$ cat config.mk
export PLATFORM = sky130hd
export DESIGN_NAME = dual_down_timer
export DESIGN_NICKNAME = d
export VERILOG_FILES = /design/src/rtl/tmr_pkg.sv /design/src/rtl/tmr_datapath.sv /design/src/rtl/tmr_ctrl.sv /design/src/rtl/dual_down_timer.sv
export SDC_FILE = /design/constraint.sdc
export NUM_CORES = 1
export LEC_CHECK = 0
export BUFFER_PORTS_ARGS = -buffer_cell sky130_fd_sc_hd__buf_2
export CAP_MARGIN = 20
export CORE_MARGIN = 4
export CORE_UTILIZATION = 25
export CTS_BUF_LIST = sky130_fd_sc_hd__clkbuf_8 sky130_fd_sc_hd__clkbuf_16
export CTS_CLUSTER_SIZE = 25
export DETAILED_ROUTE_END_ITERATION = 8
export GPL_TIMING_DRIVEN = 0
export PLACE_DENSITY = 0.47
export SLEW_MARGIN = 30
export SYNTH_ARGS = -nofsm -noshare
export SYNTH_HDL_FRONTEND = slang
export SYNTH_SLANG_ARGS = --single-unit
export TNS_END_PERCENT = 5
$ cat constraint.sdc
create_clock -name clk -period 3.1 [get_ports clk]
set_input_delay 0.155 -clock clk [delete_from_list [all_inputs] [get_ports clk]]
set_output_delay 0.155 -clock clk [all_outputs]
set_load 0.005 [all_outputs]
$ cat src/rtl/tmr_pkg.sv
package tmr_pkg;
  localparam int NUM_CH  = 2;
  localparam int EN_BIT  = 30;
  localparam int IE_BIT  = 29;
  localparam int MODE_HI = 28;
  localparam int MODE_LO = 27;
  localparam logic [1:0] MODE_PERIODIC = 2'b01;

  // Strobes from control to the count datapath, one set per channel.
  typedef struct packed {
    logic initWr;    // capture bus data as initial count
    logic loadBus;   // counter takes bus data directly
    logic loadInit;  // counter takes the stored initial count
    logic zero;      // counter forced to zero (one-shot end)
    logic dec;       // counter steps down by one
  } cntStrobe_t;
endpackage

$ cat src/rtl/tmr_datapath.sv
module tmr_datapath
  import tmr_pkg::*;
#(
  parameter int CNT_W = 24
) (
  input  logic                            clk,
  input  logic                            rstN,
  input  cntStrobe_t [NUM_CH-1:0]         st,
  input  logic [CNT_W-1:0]                busVal,
  output logic [NUM_CH-1:0][CNT_W-1:0]    initVal,
  output logic [NUM_CH-1:0][CNT_W-1:0]    cntVal,
  output logic [NUM_CH-1:0]               cntLow,
  output logic [NUM_CH-1:0]               cntZero
);
  for (genvar g = 0; g < NUM_CH; g++) begin : gCh
    logic [CNT_W-1:0] initQ;
    logic [CNT_W-1:0] cntQ;

    always_ff @(posedge clk) begin
      if (!rstN) begin
        initQ <= '0;
        cntQ  <= '0;
      end else begin
        if (st[g].initWr) initQ <= busVal;
        if (st[g].loadBus)       cntQ <= busVal;
        else if (st[g].loadInit) cntQ <= initQ;
        else if (st[g].zero)     cntQ <= '0;
        else if (st[g].dec)      cntQ <= cntQ - 1'b1;
      end
    end

    assign initVal[g] = initQ;
    assign cntVal[g]  = cntQ;
    assign cntZero[g] = (cntQ == '0);
    assign cntLow[g]  = (cntQ <= CNT_W'(1));
  end
endmodule

$ cat src/rtl/tmr_ctrl.sv
module tmr_ctrl
  import tmr_pkg::*;
#(
  parameter int ADDR_W  = 8,
  parameter int CNT_W   = 24,
  parameter int PSC_W   = 8,
  parameter int PSC_RST = 1
) (
  input  logic                          clk,
  input  logic                          rstN,
  input  logic                          busWr,
  input  logic [ADDR_W-1:0]             busAddr,
  input  logic [31:0]                   busWdata,
  input  logic [NUM_CH-1:0]             cntLow,
  input  logic [NUM_CH-1:0]             cntZero,
  input  logic [NUM_CH-1:0][CNT_W-1:0]  initVal,
  input  logic [NUM_CH-1:0][CNT_W-1:0]  cntVal,
  output cntStrobe_t [NUM_CH-1:0]       st,
  output logic [31:0]                   busRdata,
  output logic [NUM_CH-1:0]             flags,
  output logic [NUM_CH-1:0]             ieBits
);
  localparam int CTRL_BASE = 'h00;
  localparam int INIT_BASE = 'h08;
  localparam logic [ADDR_W-1:0] CNT_A  = ADDR_W'('h14);
  localparam logic [ADDR_W-1:0] STAT_A = ADDR_W'('h18);
  localparam int PAD_W = MODE_LO - PSC_W;

  logic [NUM_CH-1:0]       expire;
  logic [NUM_CH-1:0]       flagsQ;
  logic [NUM_CH-1:0]       clrMask;
  logic [NUM_CH-1:0][31:0] ctrlRd;
  logic                    wrStat;
  logic                    unusedBits;

  for (genvar g = 0; g < NUM_CH; g++) begin : gCh
    localparam logic [ADDR_W-1:0] CTRL_A = ADDR_W'(CTRL_BASE + 4 * g);
    localparam logic [ADDR_W-1:0] INIT_A = ADDR_W'(INIT_BASE + 4 * g);

    logic             enQ, ieQ;
    logic [1:0]       modeQ;
    logic [PSC_W-1:0] pscQ, phaseQ;
    logic             wrC, wrI, loadRise, active, tick, periodic;

    assign wrC      = busWr && (busAddr == CTRL_A);
    assign wrI      = busWr && (busAddr == INIT_A);
    assign periodic = (modeQ == MODE_PERIODIC);
    assign loadRise = wrC && busWdata[EN_BIT] && !enQ && cntZero[g];
    assign active   = enQ && !wrC && !wrI;
    assign tick     = active && (phaseQ >= pscQ);
    assign expire[g] = tick && cntLow[g];

    assign st[g] = '{initWr:   wrI,
                     loadBus:  wrI && enQ,
                     loadInit: loadRise || (expire[g] && periodic),
                     zero:     expire[g] && !periodic,
                     dec:      tick && !cntLow[g]};

    always_ff @(posedge clk) begin
      if (!rstN) begin
        enQ    <= 1'b0;
        ieQ    <= 1'b0;
        modeQ  <= '0;
        pscQ   <= PSC_W'(PSC_RST);
        phaseQ <= '0;
      end else begin
        if (wrC) begin
          enQ   <= busWdata[EN_BIT];
          ieQ   <= busWdata[IE_BIT];
          modeQ <= busWdata[MODE_HI:MODE_LO];
          pscQ  <= busWdata[PSC_W-1:0];
        end else if (expire[g] && !periodic) begin
          enQ <= 1'b0;
        end
        if (loadRise || (wrI && enQ)) phaseQ <= '0;
        else if (active)              phaseQ <= tick ? '0 : phaseQ + 1'b1;
      end
    end

    assign ctrlRd[g] = {1'b0, enQ, ieQ, modeQ, {PAD_W{1'b0}}, pscQ};
    assign ieBits[g] = ieQ;
  end

  assign wrStat  = busWr && (busAddr == STAT_A);
  assign clrMask = wrStat ? busWdata[NUM_CH-1:0] : '0;

  // Expiry is ORed in after the clear, so a set in the same cycle wins.
  always_ff @(posedge clk) begin
    if (!rstN) flagsQ <= '0;
    else       flagsQ <= (flagsQ & ~clrMask) | expire;
  end
  assign flags = flagsQ;

  always_comb begin
    busRdata = '0;
    for (int i = 0; i < NUM_CH; i++) begin
      if (busAddr == ADDR_W'(CTRL_BASE + 4 * i)) busRdata = ctrlRd[i];
      if (busAddr == ADDR_W'(INIT_BASE + 4 * i)) busRdata = 32'(initVal[i]);
    end
    if (busAddr == CNT_A)  busRdata = 32'(cntVal[1]);
    if (busAddr == STAT_A) busRdata = 32'(flagsQ);
  end

  assign unusedBits = ^{busWdata[31], busWdata[MODE_LO-1:PSC_W], cntVal[0]};
endmodule

$ cat src/rtl/dual_down_timer.sv
module dual_down_timer
  import tmr_pkg::*;
#(
  parameter int ADDR_W  = 8,
  parameter int CNT_W   = 24,
  parameter int PSC_W   = 8,
  parameter int PSC_RST = 1
) (
  input  logic              clk,
  input  logic              rstN,
  input  logic              busWr,
  input  logic [ADDR_W-1:0] busAddr,
  input  logic [31:0]       busWdata,
  output logic [31:0]       busRdata,
  output logic              irq
);
  cntStrobe_t [NUM_CH-1:0]        strobes;
  logic [NUM_CH-1:0][CNT_W-1:0]   initVal;
  logic [NUM_CH-1:0][CNT_W-1:0]   cntVal;
  logic [NUM_CH-1:0]              cntLow, cntZero, flags, ieBits;

  tmr_ctrl #(
    .ADDR_W(ADDR_W), .CNT_W(CNT_W), .PSC_W(PSC_W), .PSC_RST(PSC_RST)
  ) u_ctrl (
    .clk(clk), .rstN(rstN), .busWr(busWr), .busAddr(busAddr),
    .busWdata(busWdata), .cntLow(cntLow), .cntZero(cntZero),
    .initVal(initVal), .cntVal(cntVal), .st(strobes),
    .busRdata(busRdata), .flags(flags), .ieBits(ieBits)
  );

  tmr_datapath #(.CNT_W(CNT_W)) u_dp (
    .clk(clk), .rstN(rstN), .st(strobes), .busVal(busWdata[CNT_W-1:0]),
    .initVal(initVal), .cntVal(cntVal), .cntLow(cntLow), .cntZero(cntZero)
  );

  assign irq = |(flags & ieBits);
endmodule

## After elaboration in Yosys (flattened, before gate mapping)

Index checks and enable logic that the tools add are counted.

| word-level totals | value |
|---|---|
| register bits after elaboration | 138 |
| input port bits | 43 |
| logic and storage cells | 107 |

| operators by class | value |
|---|---|
| add/sub/neg operators | 4 |
| $lt $le $gt $ge | 4 |
| eq/ne operators | 7 |
| multiplexer cells | 21 |
| bitwise operators | 5 |
| reduce and logical (&&, ||, !) cells | 51 |

Operators with widths:

| kind | count |
|---|---|
| 24-bit 2-to-1 mux | 8 |
| 31-bit 2-to-1 mux | 6 |
| 24-bit by 1-bit <= comparator with 1-bit output (second input constant) | 2 |
| 24-bit logical NOT | 2 |
| 24-bit by 1-bit subtractor with 24-bit output (second input constant) | 2 |
| 1-bit logical AND | 27 |
| 8-bit by 1-bit adder with 8-bit output (second input constant) | 2 |
| 8-bit by 4-bit == test with 1-bit output (second input constant) | 2 |
| 8-bit by 5-bit == test with 1-bit output (second input constant) | 2 |
| 8-bit >= comparator | 2 |
| 8-bit 2-to-1 mux | 2 |
| 1-bit logical NOT | 10 |
| 8-bit by 3-bit == test with 1-bit output (second input constant) | 1 |
| 8-bit logical NOT | 1 |
| 4-bit nonzero test | 2 |
| 2-bit OR reduction | 3 |
| 2-bit AND | 2 |
| 2-bit by 1-bit == test with 1-bit output (second input constant) | 2 |
| 1-bit logical OR | 4 |
| 1-bit 2-to-1 mux | 4 |
| 2-bit nonzero test | 2 |
| 2-bit 2-to-1 mux | 1 |
| 2-bit NOT | 1 |
| 2-bit bitwise OR | 1 |
| 1-bit NOT | 1 |

## Depth between registers and ports, before layout

Gate-level depths: netlist (run 1).

| depth | value |
|---|---|
| word-level depth | 11 |
| mapped depth | 11 |
| gate-level depth less buffers | 9 |

## By module

Synthesis (run 1) repeated with hierarchy kept, for this count alone.

| unflattened totals | value |
|---|---|
| cells, all modules | 1046 |
| area, all modules | 8548.2 sq um |

By module, submodules not included:

| module | instances | cells each | area each (sq um) | seq. area each (sq um) |
|---|---|---|---|---|
| tmr_datapath | 1 | 652 | 5328.9 | 1921.8 |
| tmr_ctrl | 1 | 393 | 3210.6 | 840.8 |
| dual_down_timer | 1 | 1 | 8.8 | 0.0 |

## Least setup slack after synthesis (run 1)

OpenSTA, ideal clock, no wires.

| timing path | value |
|---|---|
| path kind | register to register |
| start point | register u_ctrl.gCh[0].phaseQ[0] |
| end point | register u_dp.gCh[0].cntQ[17] |
| library setup time | 0.075 ns |
| arrival | 2.526 ns |
| slack | 0.499 ns |
| cell stages (with the launch flop) | 11 |
| buffers on the path | 1 |
| period minus slack after synthesis | 2.601 ns |
| cell sequence | dfxtp_1 -> inv_1 -> ha_1 -> nand2b_1 -> a2111o_1 -> a21boi_1 -> a211oi_1 -> nor3_4 -> clkbuf_1 -> a22oi_1 -> o22ai_1 |

| on the way | value |
|---|---|
| longest elaborated chain between the ends | 7 |
| elaborated cells between the ends (all ways) | 11 |
| classes of those cells | order compare (1); mux (3); reduce/logical (7) |

Ends and longest elaborated chain:

| element | RTL line | RTL |
|---|---|---|
| start, declared | tmr_ctrl.sv:42 | `logic [PSC_W-1:0] pscQ, phaseQ;` |
| start signal, assigned | tmr_ctrl.sv:76 | `else if (active) phaseQ <= tick ? '0 : phaseQ + 1'b1;` |
| 8-bit >= comparator (*) | tmr_ctrl.sv:50 | `assign tick = active && (phaseQ >= pscQ);` |
| 1-bit logical AND (*) | tmr_ctrl.sv:50 |  |
| 1-bit logical AND | tmr_ctrl.sv:51 | `assign expire[g] = tick && cntLow[g];` |
| 1-bit logical AND, on equally long branches | tmr_ctrl.sv:56, tmr_ctrl.sv:55 |  |
| 24-bit 2-to-1 mux or 1-bit logical OR (tied branches) | tmr_datapath.sv:27, tmr_ctrl.sv:55 |  |
| 24-bit 2-to-1 mux | tmr_datapath.sv:26 | `else if (st[g].loadInit) cntQ <= initQ;` |
| 24-bit 2-to-1 mux | tmr_datapath.sv:25 | `if (st[g].loadBus) cntQ <= busVal;` |
| end signal, assigned | tmr_datapath.sv:25 |  |
| end signal, assigned | tmr_datapath.sv:26 |  |
| end signal, assigned | tmr_datapath.sv:28 | `else if (st[g].dec) cntQ <= cntQ - 1'b1;` |
| end, declared | tmr_datapath.sv:17 | `logic [CNT_W-1:0] cntQ;` |

Every way passes the cells marked *; elsewhere a longest branch is shown, timed or not.
A chain may end at the register's enable or synchronous reset.

## Final worst setup path (run 1)

| timing path | value |
|---|---|
| start point | input busAddr[1] |
| end point | output busRdata[2] |

| on the way | value |
|---|---|
| longest elaborated chain between the ends | 7 |
| elaborated cells between the ends (all ways) | 12 |
| classes of those cells | eq/ne (5); mux (6); reduce/logical (1) |

Ends and longest elaborated chain:

| element | RTL line | RTL |
|---|---|---|
| start, declared | dual_down_timer.sv:12 | `input logic [ADDR_W-1:0] busAddr,` |
| 8-bit logical NOT | tmr_ctrl.sv:97 | `if (busAddr == ADDR_W'(CTRL_BASE + 4 * i)) busRdata = ctrlRd[i];` |
| 31-bit 2-to-1 mux | tmr_ctrl.sv:97 |  |
| 31-bit 2-to-1 mux | tmr_ctrl.sv:98 | `if (busAddr == ADDR_W'(INIT_BASE + 4 * i)) busRdata = 32'(initVal[i]);` |
| 31-bit 2-to-1 mux | tmr_ctrl.sv:97 |  |
| 31-bit 2-to-1 mux | tmr_ctrl.sv:98 |  |
| 31-bit 2-to-1 mux | tmr_ctrl.sv:100 | `if (busAddr == CNT_A) busRdata = 32'(cntVal[1]);` |
| 31-bit 2-to-1 mux (*) | tmr_ctrl.sv:101 | `if (busAddr == STAT_A) busRdata = 32'(flagsQ);` |
| end, declared | dual_down_timer.sv:14 | `output logic [31:0] busRdata,` |

Marked as above.

==> run_results.csv, run 1 <==
group,metric,value,unit
layout,syn2layout_area_growth,19.1,%
timing,slew_headroom,39.2,%
pwr,power.total,3960,uW
worst_setup_path,critPathArrivalTime,2.83,ns
clocking,cts_buffer_depth,2,
synthesis,synth_mux_area_share,0.397,%
global_routing,grt_pass1_wl,46800,um
clocking,cts_tree,"built",
synthesis,synth.ff_latch_count,138,
placed_design,post-place-cells,1486,
layout,fillers,3365,
clocking,cts_inserted_buffers,17,
clocking,clkTransAtPathRegs,0.06,ns
placed_design,place.gp.congestion,0.898,
synthesis,synth_area,7880,um2
pwr,p_comb_share,4.7,%
run,cap_violations,0,
clocking,htreeDepth,4,
timing,worstMarginPinSlew,0.907,ns
global_routing,grt_pass1_vias,7708,
synthesis,ys.flop_type,"dfxtp_1",
timing,final-hold-violation-count,0,
pwr,swShare,25.5,%
pwr,p_seq_share,44.9,%
synthesis,syn_inst,1023,
layout,final_cells,1523,
pwr,p_clk_share,50.4,%
timing,slew_violations,0,
die,row_count,64,
pwr,vdd_drop_max,0.370,mV
detailed_routing,drc_errors,0,
synthesis,synth-adder-area-share,3.81,%
synthesis,ys_seq_area_share,35.0,%
die,num_io_pins,76,
synthesis,synthSimpleGateAreaFrac,24.4,%
synthesis,synth-compound-area-share,24.8,%
layout,insertedDiodeCount,0,
timing,setup_violations,0,
die,die_area,34400,um2
clocking,root_buffer,"clkbuf_16",
detailed_routing,drtPass1Iterations,5,
placed_design,post-dp-hpwl,23300,um
worst_setup_path,start_kind,"input pin",
synthesis,synth_cell_types,72,
worst_hold_path,hold_path_class,"in -> reg",
worst_setup_path,crit_chain,"buf_2, or4_1, or3_1, nor2_1, clkbuf_1, a22oi_1, nand3_1, buf_2",
timing,period_minus_slack,2.99,ns
worst_setup_path,critical_path.slowest_cell,"nor2_1",
detailed_routing,wire_per_inst,20.3,um
placed_design,placed_cell_area,8720,um2
detailed_routing,drtIter0Drc,888,
die,die_y,186,um
die,fp.dieW,186,um
pwr,p_int,2950,uW
global_routing,grt_max_degree,17,
timing,fmax,335,MHz
detailed_routing,viasPerCell,5.37,
worst_setup_path,crit_path_end_kind,"output pin",
timing,setup_slack,0.111,ns
worst_setup_path,crit_type,"in -> out",
detailed_routing,vias,8185,
timing,rsz0062_at_grt,"yes",
global_routing,grtUsageTotal,17.7,%
detailed_routing,routed_wl,30900,um
synthesis,synth_xor_area_share,5.00,%
worst_setup_path,cpPeakStageDelay,0.61,ns
synthesis,yosysWarnings,0,
worst_setup_path,cp.required,2.94,ns
layout,drive_above_1_share,14.2,%
timing,skew,0.00822,ns
timing,period_share,96.4,%
worst_setup_path,crit_fanout,10,
synthesis,synth_edf_count,0,
clocking,cts.sinks,138,
global_routing,grt-ovfl-total,0,
pwr,p_leak,0.00363,uW
placed_design,pre_cts_slack,-0.238,ns
pwr,power_density,422,nW/um2
die,initial_core_util,25.6,%
placed_design,portBuffers,64,
pwr,p_switching,1010,uW
global_routing,antenna_found_initial,0,
run_status,status,"complete, no violations",
die,core-area,30800,um2
synthesis,synth_top_family_by_area,"compound AO/OA/AOI/OAI gates",
synthesis,syn_avg_cell_area,7.71,um2
detailed_routing,ant_nets,0,
layout,num-nets-final,1181,
synthesis,synth-async-reset-ratio,0,%
layout,final_area,9390,um2
worst_setup_path,crit_top_cell,"buf_2",
clocking,clk-insertion-delay-late,0.43,ns
==> final cells by class <==
class | instances | area [um2] | share of cell area [%]
well taps | 396 | 495 | 5.28
plain buffers | 73 | 360 | 3.84
clock buffers | 18 | 439 | 4.68
repair buffers | 69 | 365 | 3.89
inverters | 43 | 161 | 1.72
clock inverters | 14 | 125 | 1.33
flip-flops and latches | 138 | 2760 | 29.4
multi-input cells | 772 | 4680 | 49.8
==> power by group through the flow <==
stage               Clock [uW]  Combinational [uW]  Sequential (uW)
global placement             0                 180             1820
CTS                       2020                 183             1780
detailed placement           0                 179             1820
floorplan                    0                77.4             1820
global route              2090                 199             1780
finish                    2000                 187             1780
==> per-stage QoR <==
stage | TNS, ns | util [%] | hold slack, ns
2_1_floorplan | 0 | - | 0.279
3_3_place_gp | -3.06 | 28.3 | 0.422
3_5_place_dp | -3.39 | 28.3 | 0.427
4_1_cts | -0.000527 | 30.2 | 0.00831
5_1_grt | -0.00858 | 30.5 | 0.0275
6_report | 0 | 30.5 | 0.0134
==> per-layer routing <==
metal / track usage [%] / wire length, um / up-vias
met1: 26.2 / 14800 / 3948
li1: - / - / 3884
met3: 3.05 / 2070 / 45
met4: 4.46 / 571 / 0
met5: 0 / 0 / -
met2: 26.7 / 13400 / 308
==> critical path, delay by kind of cell <==
kind	cells	cell delay (ns)
buf+inv	3	0.73
simple gates	4	1.77
compound gates	1	0.17
==> registers in the layout (all words and copies together), names as in the netlist <==
register / flops
u_dp.gCh.cntQ: 48
u_ctrl.gCh.phaseQ: 16
u_dp.gCh.initQ: 48
u_ctrl.flags: 2
u_ctrl.gCh.enQ: 2
u_ctrl.gCh.modeQ: 4
u_ctrl.gCh.pscQ: 16
u_ctrl.gCh.ieQ: 2
==> cell usage after synthesis, drive strengths merged (4+ instances only) <==
master	count	share of area (%)
o22ai	35	2.8
dfxtp	138	35
inv	43	2.0
xor2	21	2.3
a21oi	121	7.7
nor2	76	3.7
nand2	175	8.3
nand3	41	2.8
nand4	8	0.71
or3	5	0.40
ha	24	3.8
a222oi	21	2.7
nor4	17	1.7
a22o	6	0.67
a221oi	6	0.75
clkbuf	48	2.3
or4	7	0.71
nand2b	4	0.32
a22oi	54	5.2
buf	25	2.2
o41ai	6	1.2
and3	4	0.32
and2	8	0.70
nor3	42	3.0
nor2b	6	0.48
o21ai	15	0.95
xnor2	24	2.7
==> kinds of logic (layout without fill, tap and decap cells) <==
kind of cell | count (synthesis) | in the layout
AND/OR/NAND/NOR | 405 | 405
AO/OA/AOI/OAI | 291 | 291
flip-flops | 138 | 138
buffers and inverters | 116 | 217
XOR/XNOR | 45 | 45
adder cells (fa/ha/maj) | 24 | 24
multiplexers | 3 | 3
other | 1 | 4
==> repair_timing <==
action | CTS | global route
buffers inserted | 0 | 2
endpoints found under the setup margin | 42 | 56
pin swaps | 1 | 3
endpoints found under the hold margin | 5 | 0
resized for setup | 3 | 13
hold buffers | 3 | 0
==> final timing paths <==
| path | slack [ns] | endpoint | start | cells after the start |
|---|---|---|---|---|
| worst max-delay path | 0.11 | busRdata[2] | busAddr[1] | 8 |
| worst min-delay path | 0.01 | u_dp.gCh[1].initQ[22] | busWdata[22] | 3 |
| worst max register to register | 0.16 | u_dp.gCh[1].cntQ[3] | u_dp.gCh[1].cntQ[10] | 8 |
| worst min register to register | 0.47 | u_dp.gCh[1].initQ[3] | u_dp.gCh[1].initQ[3] | 2 |
==> cells in the final DEF (no fill, tap or decap), types with 6 or more instances in the layout <==
cell type / instances
or4_1: 6
clkbuf_16: 17
nand4_1: 7
a21oi_1: 121
clkbuf_1: 45
o21ai_0: 13
nor3_1: 36
nand2_1: 175
nor2b_1: 6
ha_1: 24
inv_1: 44
xor2_1: 21
buf_4: 9
a222oi_1: 21
a22o_1: 6
a22oi_1: 53
xnor2_1: 24
nor2_1: 74
o22ai_1: 35
nor4_1: 11
buf_2: 76
nand3_1: 39
dfxtp_1: 138
(Power assumes the default switching activity.)
==> run 2, diff against run 1 <==
--- a/config.mk
+++ b/config.mk
@@ -7,5 +7,5 @@
 export LEC_CHECK = 0
 export BUFFER_PORTS_ARGS = -buffer_cell sky130_fd_sc_hd__buf_2
-export CAP_MARGIN = 20
+export CAP_MARGIN = 25
 export CORE_MARGIN = 4
 export CORE_UTILIZATION = 25
==> constraint.sdc (replaced) <==
create_clock -name clk -period 3.1 [get_ports clk]
set_input_delay 0.155 -clock clk [delete_from_list [all_inputs] [get_ports clk]]
set_output_delay 0.155 -clock clk [all_outputs]
set_load 0.05 [all_outputs]
==> run 2 against run 1 <==
Compared with the run above:
- die area is the same
- cell count grew 0.13%
- sequential power is essentially flat
- critical path type unchanged
- final area grew 0.17%
- register-to-register slack lost 0.05 ns
- sequential share of layout area shrank 0.051 points
- critical path depth grew 1
- via count grew 0.20%
- highest routed layer unchanged
- wire length grew 0.15%
- total power grew 0.35%
==> run_results.csv, run 2 (synthesized netlist as in run 1, its figures left out) <==
group,metric,value,unit
clocking,cts_inserted_buffers,17,
timing,worstMarginPinSlew,0.910,ns
worst_setup_path,start_kind,"input pin",
detailed_routing,wire_per_inst,20.3,um
worst_hold_path,hp-start,"busWdata[22]",
detailed_routing,vias,8201,
detailed_routing,drtIter0Drc,918,
detailed_routing,drc_errors,0,
worst_setup_path,critPathArrivalTime,2.93,ns
timing,skew,0.0119,ns
layout,syn2layout_area_growth,19.3,%
die,num_io_pins,76,
detailed_routing,drtPass1Iterations,6,
worst_hold_path,worstHoldEndpoint,"u_dp.gCh[1].initQ[22]",
timing,fmax,324,MHz
detailed_routing,viasPerCell,5.38,
timing,setup_slack,0.0112,ns
clocking,cts.sinks,138,
global_routing,grt-ovfl-total,0,
global_routing,antenna_found_initial,0,
die,row_count,64,
worst_setup_path,timing.rr.end,"u_dp.gCh[1].cntQ[17]",
timing,period_minus_slack,3.09,ns
timing,setup_violations,0,
die,fp.dieW,186,um
clocking,cts_buffer_depth,2,
die,core-area,30800,um2
worst_setup_path,crit_fanout,10,
pwr,vdd_drop_max,0.369,mV
worst_setup_path,crit_path_end_kind,"output pin",
timing,period_share,99.6,%
timing,holdWs,0.00875,ns
timing,rsz0062_at_grt,"yes",
worst_hold_path,hold_path_class,"in -> reg",
worst_setup_path,crit_type,"in -> out",
placed_design,portBuffers,64,
global_routing,grtUsageTotal,17.7,%
layout,largest_registers,"u_dp.gCh.cntQ x48, u_dp.gCh.initQ x48",
detailed_routing,ant_nets,0,
pwr,p_leak,0.00364,uW
clocking,htreeDepth,4,
die,die_y,186,um
worst_hold_path,hold_depth,3,
timing,slew_violations,0,
placed_design,place.gp.congestion,0.898,
global_routing,grt_max_degree,17,
clocking,clkTransAtPathRegs,0.07,ns
clocking,cts_tree,"built",
layout,insertedDiodeCount,0,
global_routing,grt_pass1_vias,7708,
layout,drive_above_1_share,14.5,%
layout,final_common_cell,"nand2_1",
global_routing,grt_pass1_wl,46800,um
worst_setup_path,crit_path_start,"busAddr[1]",
detailed_routing,routed_wl,30900,um
clocking,root_buffer,"clkbuf_16",
run,cap_violations,0,
clocking,clk-insertion-delay-late,0.44,ns
layout,num-nets-final,1183,
timing,slew_headroom,39.0,%
die,die_area,34400,um2
timing,final-hold-violation-count,0,
worst_setup_path,reg2reg_slack,0.11,ns
layout,mostFrequentLayoutCells,"nand2_1 (175), dfxtp_1 (138), a21oi_1 (121)",
worst_setup_path,rr_worst_depth,7,
die,initial_core_util,25.6,%
pwr,power_density,422,nW/um2
placed_design,post-dp-hpwl,23300,um
run_status,status,"complete, no violations",
placed_design,pre_cts_slack,-0.238,ns
worst_setup_path,cp.required,2.94,ns
worst_setup_path,r2r-start,"u_dp.gCh[1].cntQ[17]",
==> run 2: worst max-delay path: stages <==
cell and delay (ns):
buf_2 0.10, or4_1 0.53, or3_1 0.46, nor2b_1 0.14, clkbuf_1 0.39, clkbuf_1 0.47
a22oi_1 0.19, nand3_1 0.19, buf_2 0.29
==> run 2: power breakdown <==
group          total [uW]  internal [uW]  switching, uW
registers            1780           1770           2.33
logic                 198           50.6            147
clock network        2000           1130            872
total                3970           2950           1020
==> run 2: cell type report <==
type	count	area (um2)
Sequential cell	138	2760
Inverter	43	161
Tap cell	396	495
Clock inverter	14	125
Clock buffer	18	439
Buffer	73	360
Timing Repair Buffer	71	380
Multi-Input combinational cell	772	4680
Fill cell	3361	21400
==> run 2: metrics by stage <==
step           area (um2)    TNS, ns  instances  total power (uW)  util (%)
2_1_floorplan        7900          0       1026              1900         -
3_3_place_gp         8710      -3.10       1486              2010      28.3
3_5_place_dp         8720      -3.52       1486              2010      28.3
4_1_cts              9320  -0.000527       1521              3990      30.2
5_1_grt              9410     -0.720       1525              4080      30.5
6_report             9410          0       1525              3970      30.5
==> run 2: routing by layer <==
layer	vias up	global-route usage [%]	routed length [um]
met5	-	0	0
met4	0	4.46	501
met3	39	3.05	2270
met2	295	26.7	13500
met1	3979	26.2	14700
li1	3888	-	-
==> run 2: worst max path at each step <==
stage | endpoint | slack (ns) | cells after the start
final | busRdata[3] | 0.01 | 9
after CTS | u_ctrl.gCh[0].phaseQ[5] | -0.0005 | 10
after detailed placement | u_ctrl.gCh[0].phaseQ[5] | -0.24 | 10
after global placement | u_ctrl.gCh[0].phaseQ[5] | -0.19 | 10
after floorplan | busRdata[0] | 0.45 | 5
after global routing | busRdata[3] | -0.1 | 9
==> run 2: what timing repair did <==
item,CTS,global route
pin swaps,1,3
hold endpoints to repair,5,0
hold buffers,3,0
buffers inserted,0,4
gates resized for setup,4,14
setup endpoints to repair,46,74
